<file path="config.mk">
export PLATFORM = sky130hd
export DESIGN_NAME = spi_lane_shifter
export DESIGN_NICKNAME = d
export VERILOG_FILES = /design/src/rtl/sls_pkg.sv /design/src/rtl/sls_frame_fsm.sv /design/src/rtl/sls_rx_assembler.sv /design/src/rtl/sls_tx_serializer.sv /design/src/rtl/spi_lane_shifter.sv
export SDC_FILE = /design/constraint.sdc
export NUM_CORES = 1
export LEC_CHECK = 0
export CAP_MARGIN = 20
export CORE_MARGIN = 3
export CORE_UTILIZATION = 40
export CTS_CLUSTER_DIAMETER = 100
export DETAILED_ROUTE_END_ITERATION = 16
export DONT_BUFFER_PORTS = 1
export PLACE_DENSITY = 0.63
export SYNTH_ARGS = -nofsm -noshare
export SYNTH_HDL_FRONTEND = slang
export SYNTH_SLANG_ARGS = --single-unit
</file>
<file path="constraint.sdc">
create_clock -name sck -period 3.7 [get_ports sck]
set_input_delay 0.37 -clock sck [delete_from_list [all_inputs] [get_ports sck]]
set_output_delay 0.37 -clock sck [all_outputs]
set_load 0.05 [all_outputs]
</file>
<file path="src/rtl/sls_pkg.sv">
`timescale 1ns/1ps
package sls_pkg;

    localparam int LANES = 4;

    // Lane-width codes carried on the lane_w port
    typedef enum logic [1:0] {
        LW_ONE  = 2'b00,
        LW_TWO  = 2'b01,
        LW_FOUR = 2'b10,
        LW_RSVD = 2'b11
    } lane_w_t;

    // Position of the frame inside a byte
    typedef enum logic [1:0] {
        S_IDLE  = 2'b00,
        S_SHIFT = 2'b01,
        S_DONE  = 2'b10
    } frm_state_t;

    // Reserved code falls back to single width
    function automatic lane_w_t norm_w(input logic [1:0] raw);
        lane_w_t w;
        unique case (raw)
            2'b01:   w = LW_TWO;
            2'b10:   w = LW_FOUR;
            default: w = LW_ONE;
        endcase
        return w;
    endfunction

endpackage

</file>
<file path="src/rtl/sls_frame_fsm.sv">
`timescale 1ns/1ps
module sls_frame_fsm
    import sls_pkg::*;
#(
    parameter  int DATA_W = 8,
    localparam int CNT_W  = $clog2(DATA_W)
) (
    input  logic             sck,
    input  logic             clr_n,
    input  logic [1:0]       lane_w_raw,
    output lane_w_t          eff_w,
    output logic [CNT_W-1:0] bit_idx,
    output logic             last_bit,
    output logic             byte_done
);

    localparam int STEPS_ONE  = DATA_W;
    localparam int STEPS_TWO  = DATA_W / 2;
    localparam int STEPS_FOUR = DATA_W / 4;

    frm_state_t       state_q, state_d;
    logic [CNT_W-1:0] cnt_q;
    logic [CNT_W-1:0] last_idx;
    lane_w_t          w_q;

    // Width is taken live at bit-time zero, then held for the byte
    always_comb begin
        eff_w = (cnt_q == '0) ? norm_w(lane_w_raw) : w_q;
        unique case (eff_w)
            LW_TWO:  last_idx = CNT_W'(STEPS_TWO - 1);
            LW_FOUR: last_idx = CNT_W'(STEPS_FOUR - 1);
            default: last_idx = CNT_W'(STEPS_ONE - 1);
        endcase
        last_bit = (cnt_q == last_idx);
    end

    // Next-state logic
    always_comb begin
        state_d = state_q;
        unique case (state_q)
            S_IDLE:  state_d = last_bit ? S_DONE : S_SHIFT;
            S_SHIFT: state_d = last_bit ? S_DONE : S_SHIFT;
            S_DONE:  state_d = last_bit ? S_DONE : S_SHIFT;
            default: state_d = S_IDLE;
        endcase
    end

    // State register, bit counter, held width
    always_ff @(posedge sck or negedge clr_n) begin
        if (!clr_n) begin
            state_q <= S_IDLE;
            cnt_q   <= '0;
            w_q     <= LW_ONE;
        end else begin
            state_q <= state_d;
            cnt_q   <= last_bit ? '0 : cnt_q + CNT_W'(1);
            w_q     <= eff_w;
        end
    end

    // Outputs
    always_comb begin
        byte_done = (state_q == S_DONE);
        bit_idx   = cnt_q;
    end

endmodule

</file>
<file path="src/rtl/sls_rx_assembler.sv">
`timescale 1ns/1ps
module sls_rx_assembler
    import sls_pkg::*;
#(
    parameter int DATA_W = 8
) (
    input  logic              sck,
    input  logic              clr_n,
    input  logic              rst_n,
    input  logic [LANES-1:0]  dq_i,
    input  lane_w_t           eff_w,
    input  logic              last_bit,
    output logic [DATA_W-1:0] rx_data
);

    logic [DATA_W-1:0] asm_q, asm_d;

    // Shift in one, two or four bits, most significant first
    always_comb begin
        unique case (eff_w)
            LW_TWO:  asm_d = {asm_q[DATA_W-3:0], dq_i[1:0]};
            LW_FOUR: asm_d = {asm_q[DATA_W-5:0], dq_i[3:0]};
            default: asm_d = {asm_q[DATA_W-2:0], dq_i[0]};
        endcase
    end

    always_ff @(posedge sck or negedge clr_n) begin
        if (!clr_n) asm_q <= '0;
        else        asm_q <= asm_d;
    end

    // Completed byte survives deselection
    always_ff @(posedge sck or negedge rst_n) begin
        if (!rst_n)        rx_data <= '0;
        else if (last_bit) rx_data <= asm_d;
    end

endmodule

</file>
<file path="src/rtl/sls_tx_serializer.sv">
`timescale 1ns/1ps
module sls_tx_serializer
    import sls_pkg::*;
#(
    parameter  int DATA_W = 8,
    localparam int CNT_W  = $clog2(DATA_W)
) (
    input  logic              sck,
    input  logic              clr_n,
    input  logic [CNT_W-1:0]  bit_idx,
    input  lane_w_t           eff_w,
    input  logic              rd_phase,
    input  logic [DATA_W-1:0] tx_data,
    output logic [LANES-1:0]  dq_o,
    output logic [LANES-1:0]  dq_oe
);

    logic [DATA_W-1:0] hold_q, src, shifted;
    logic [LANES-1:0]  slice_d, mask_d;

    always_comb begin
        src = (bit_idx == '0) ? tx_data : hold_q;
        unique case (eff_w)
            LW_TWO: begin
                shifted = src << {bit_idx, 1'b0};
                slice_d = {2'b00, shifted[DATA_W-1 -: 2]};
                mask_d  = 4'b0011;
            end
            LW_FOUR: begin
                shifted = src << {bit_idx, 2'b00};
                slice_d = shifted[DATA_W-1 -: 4];
                mask_d  = 4'b1111;
            end
            default: begin
                shifted = src << bit_idx;
                slice_d = {2'b00, shifted[DATA_W-1], 1'b0};
                mask_d  = 4'b0010;
            end
        endcase
    end

    // Launch on the falling edge
    always_ff @(negedge sck or negedge clr_n) begin
        if (!clr_n) begin
            hold_q <= '0;
            dq_o   <= '0;
            dq_oe  <= '0;
        end else begin
            if (bit_idx == '0) hold_q <= tx_data;
            dq_o  <= slice_d;
            dq_oe <= rd_phase ? mask_d : '0;
        end
    end

endmodule

</file>
<file path="src/rtl/spi_lane_shifter.sv">
`timescale 1ns/1ps
module spi_lane_shifter
    import sls_pkg::*;
#(
    parameter  int DATA_W = 8,
    localparam int CNT_W  = $clog2(DATA_W)
) (
    input  logic              rst_n,
    input  logic              sck,
    input  logic              cs_n,
    input  logic [LANES-1:0]  dq_i,
    output logic [LANES-1:0]  dq_o,
    output logic [LANES-1:0]  dq_oe,
    input  logic [1:0]        lane_w,
    input  logic              rd_phase,
    input  logic [DATA_W-1:0] tx_data,
    output logic [DATA_W-1:0] rx_data,
    output logic              rx_valid
);

    logic             clr_n;
    lane_w_t          eff_w;
    logic [CNT_W-1:0] bit_idx;
    logic             last_bit;

    assign clr_n = rst_n & ~cs_n;

    sls_frame_fsm #(.DATA_W(DATA_W)) u_fsm (
        .sck        (sck),
        .clr_n      (clr_n),
        .lane_w_raw (lane_w),
        .eff_w      (eff_w),
        .bit_idx    (bit_idx),
        .last_bit   (last_bit),
        .byte_done  (rx_valid)
    );

    sls_rx_assembler #(.DATA_W(DATA_W)) u_rx (
        .sck      (sck),
        .clr_n    (clr_n),
        .rst_n    (rst_n),
        .dq_i     (dq_i),
        .eff_w    (eff_w),
        .last_bit (last_bit),
        .rx_data  (rx_data)
    );

    sls_tx_serializer #(.DATA_W(DATA_W)) u_tx (
        .sck      (sck),
        .clr_n    (clr_n),
        .bit_idx  (bit_idx),
        .eff_w    (eff_w),
        .rd_phase (rd_phase),
        .tx_data  (tx_data),
        .dq_o     (dq_o),
        .dq_oe    (dq_oe)
    );

endmodule

</file>
==> summary.md <==
| Metric | Value |
|---|---|
| Max clock buf depth | `2` |
| Unrepaired setup endpoints after global routing | `true` |
| FILL cells | `~350` |
| Crit-path max FO | `5` |
| Core area | `0.00406 mm²` |
| Placed Cells | `217` |
| Hold Fails Final Rpt | `0` |
| Final WL | `3.78 mm` |
| Non-Filler Instances | `232` |
| WP buf/inv | `2` |
| Crit-path cells | `clkinv_4, ha_4, nand2b_4, buf_6, mux2_4, o221a_1, a311o_1, o2111a_1` |
| Critical path capture point type | `register` |
| R2R Setup Slk | `-0.20 ns` |
| Pwr Density | `944 mW/mm²` |
| FF-to-FF path depth | `8` |
| TritonCTS Buffers | `5` |
| Total Routing Usage GR | `0.160` |
| First-pass GRT wire length | `6.29 mm` |
| Synth Flop Type | `dfrtp_1` |
| Share of cells above drive strength 1 | `0.407` |
| CP Class | `reg2reg` |
| Vias per inst | `5.28` |
| Crit-path max cell delay | `about 0.39 ns` |
| Vias | `1225` |
| Failing checks | `negative setup slack` |
| Synth warn | `0` |
| Final setup vio count | `4` |
| Post-synth EDFFs | `0` |
| Synth top area share | `0.321` |
| Layout area overhead | `30.1%` |
| Sink Count | `37` |
| Largest net degree at the start of global routing | `30` |
| Status | `complete, but fails checks` |
| Post-Synthesis Cells | `~150` |
| Syn_nets | `between 150 and 200` |
| Routed Antenna Nets | `0` |
| Critical path launch point type | `register` |
| Area occupied by multi-input gates | `825 µm²` |
| CTS tree | `done` |
| Static Leak | `1.04 nW` |
| RD Place Congestion | `0.839` |
| Worst vdd ir | `0.578 mV` |
| Max Slew Vio Count | `0` |
| Count leader, synth | `dfrtp_1` |
| R2r startpoint | `u_fsm.bit_idx[1]$_DFF_PN0_` |
| Chip Height | `71.5 µm` |
| Max stage delay cell, worst path | `dfrtp_1` |
| Synth cell types | `38` |
| Hpwl dp | `2.59 mm` |
| Ys async rst share | `1.00` |
| Worst Max-Slew Pin Slew | `0.952 ns` |
| Req. time, crit path | `a little under 2 ns` |
| Root buffer selected by CTS | `clkbuf_8` |
| Routed len/inst | `16.3 µm` |
| Htree depth | `2` |
| Clock Latency Late Sink | `0.29 ns` |
| Avg Synthesized Cell Area | `11.3 µm²` |
| Syn Std Cell Area | `about 0.0017 mm²` |
| Worst setup margin | `-0.203 ns` |
| Commonest cells in the netlist | `dfrtp_1 (22), nand2_1 (16), dfrtn_1 (15)` |
| GRT Residual Overflow | `0` |
| Row cnt | `23` |
| Worst R2R End | `u_tx.dq_o[1]$_DFF_NN0_` |
| Initial core utilization | `0.422` |
| Antenna violations before repair | `0` |
| Layout Utilization | `0.550` |
| Top delay family on crit path | `compound AO/OA/AOI/OAI gates` |
| Chip Width | `a little over 70 µm` |
| Hold/Removal Path Class | `in2async` |
| Clk_skew | `0.0135 ns` |
| Area contributors post-synth | `dfrtp_1 (32%), dfrtn_1 (22%), mux2_2 (6.6%)` |
| #FFs+latches synth | `37` |
| Data arrival, critical path | `2.19 ns` |
| Yosys top cell by area | `dfrtp_1` |
| Port-buffer cells | `0` |
| Final nets | `204` |
| Sequential share of the synthesized area | `0.540` |
| Reg area | `927 µm²` |
| Starting DRT DRC Count | `67` |
| Ant diodes | `0` |
| Vias in the first global route | `1286` |
| Slew headroom | `0.364` |
| First-pass DRT Iterations | `4` |
| Total of max-cap violations | `0` |
| Die area | `0.00511 mm²` |
| Clk slew on worst S/H paths | `0.07 ns` |
| Drt drc | `0` |
| I/O pins | `35` |
[per-stage QoR]
| stage | instance area, µm² | setup TNS (ns) | hold slack (ns) | power [W] | worst slack [ns] |
|---|---|---|---|---|---|
| finish | 2230 | -0.441 | 0.0862 | 0.00211 | -0.203 |
| global route | 2230 | -0.813 | 0.0908 | 0.00225 | -0.287 |
| CTS | 2180 | -0.371 | 0.0978 | 0.00209 | -0.169 |
| detailed placement | 1940 | -0.584 | 0.0746 | 0.00163 | -0.247 |
| global placement | 1940 | -0.406 | 0.0746 | 0.00161 | -0.174 |
| floorplan | 1760 | -1.15 | 0.0744 | 0.00138 | -0.422 |
[worst register-to-register path, delay by kind of cell (launching register included)]
| family | cells | cell delay, ns |
|---|---|---|
| buffers and inverters | 2 | 0.21 |
| and+or+nand+nor | 1 | 0.11 |
| adders and majority gates | 1 | 0.18 |
| muxes | 1 | 0.32 |
| DFF | 1 | 0.39 |
| AOI/OAI and AO/OA | 3 | 0.70 |
[area by class of cell]
type,instances,area share
clock buffer,6,0.0325
multi-input combinational,95,0.370
tap,50,0.0280
timing repair buffer,32,0.117
inverter,10,0.0213
clock inverter,2,0.0157
sequential,37,0.416
[repair_timing]
action / 4_1_cts / 5_1_grt
gates resized for setup: 21 / 10
hold buffers: 1 / 0
endpoints found under the hold margin: 8 / 0
gates cloned: 0 / 0
pin swaps: 7 / 7
endpoints found under the setup margin: 4 / 4
buffers inserted: 5 / 1
[placed cells by master, fill, tap and decap left out, drive strengths merged]
cell and instances:
clkinv 3, xnor2 2, a211oi 2, o41ai 1, o2111ai 1, nand2 16
xor2 1, o221ai 1, a211o 2, o21ai 12, a21boi 2, nor2b 3
nand3 4, mux2 12, nand2b 4, a21oi 4, o21a 1, ha 5
dlygate4sd3 1, bufinv 1, o2111a 1, mux2i 4, o221a 1, dfrtn 15
buf 31, a311o 2, nor2 4, a221o 1, a21o 1, inv 8
and2 2, a31oi 1, dfrtp 22, a22oi 5, clkbuf 6
[cells by family (layout without fill, tap and decap cells)]
logic type,Yosys count,in the layout,synth area share
mux,16,16,0.104
simple gates,33,33,0.0927
xor+xnor,3,3,0.0153
fa+ha+maj,5,5,0.0365
buf+inv,20,50,0.0562
compound gates,38,38,0.155
flops,37,37,0.540
[power by group]
part | switching, W | internal, W
registers | 0.000246 | 0.000559
logic | 0.000472 | 0.000494
clock network | 0.000136 | 0.000200
[how the worst max path moves through the flow]
stage | start | endpoint | slack, ns | cells after the start
floorplan | u_fsm.bit_idx[1]$_DFF_PN0_ | u_tx.dq_o[1]$_DFF_NN0_ | -0.42 | 12
global placement | u_fsm.bit_idx[1]$_DFF_PN0_ | u_tx.dq_o[1]$_DFF_NN0_ | -0.17 | 9
detailed placement | u_fsm.bit_idx[1]$_DFF_PN0_ | u_tx.dq_o[1]$_DFF_NN0_ | -0.25 | 9
CTS | u_fsm.bit_idx[1]$_DFF_PN0_ | u_tx.dq_o[1]$_DFF_NN0_ | -0.17 | 8
global route | u_fsm.bit_idx[0]$_DFF_PN0_ | u_tx.dq_o[0]$_DFF_NN0_ | -0.29 | 12
finish | u_fsm.bit_idx[1]$_DFF_PN0_ | u_tx.dq_o[1]$_DFF_NN0_ | -0.20 | 8
[state kept, by name, summed over array words and instances, names as in the netlist]
name / count
u_tx.hold_q: 8
u_fsm.w_q: 2
u_fsm.bit_idx: 3
u_rx.rx_data: 8
u_tx.dq_o: 4
u_tx.dq_oe: 3
u_fsm.state_q: 2
u_rx.asm_q: 7
[routing by layer]
metal,wire (µm),GRT usage
met1,1540,0.190
met2,1980,0.277
met3,209,0.0477
met4,50,0.0501
met5,0,0
No activity file was read; power rests on OpenSTA's default activity.
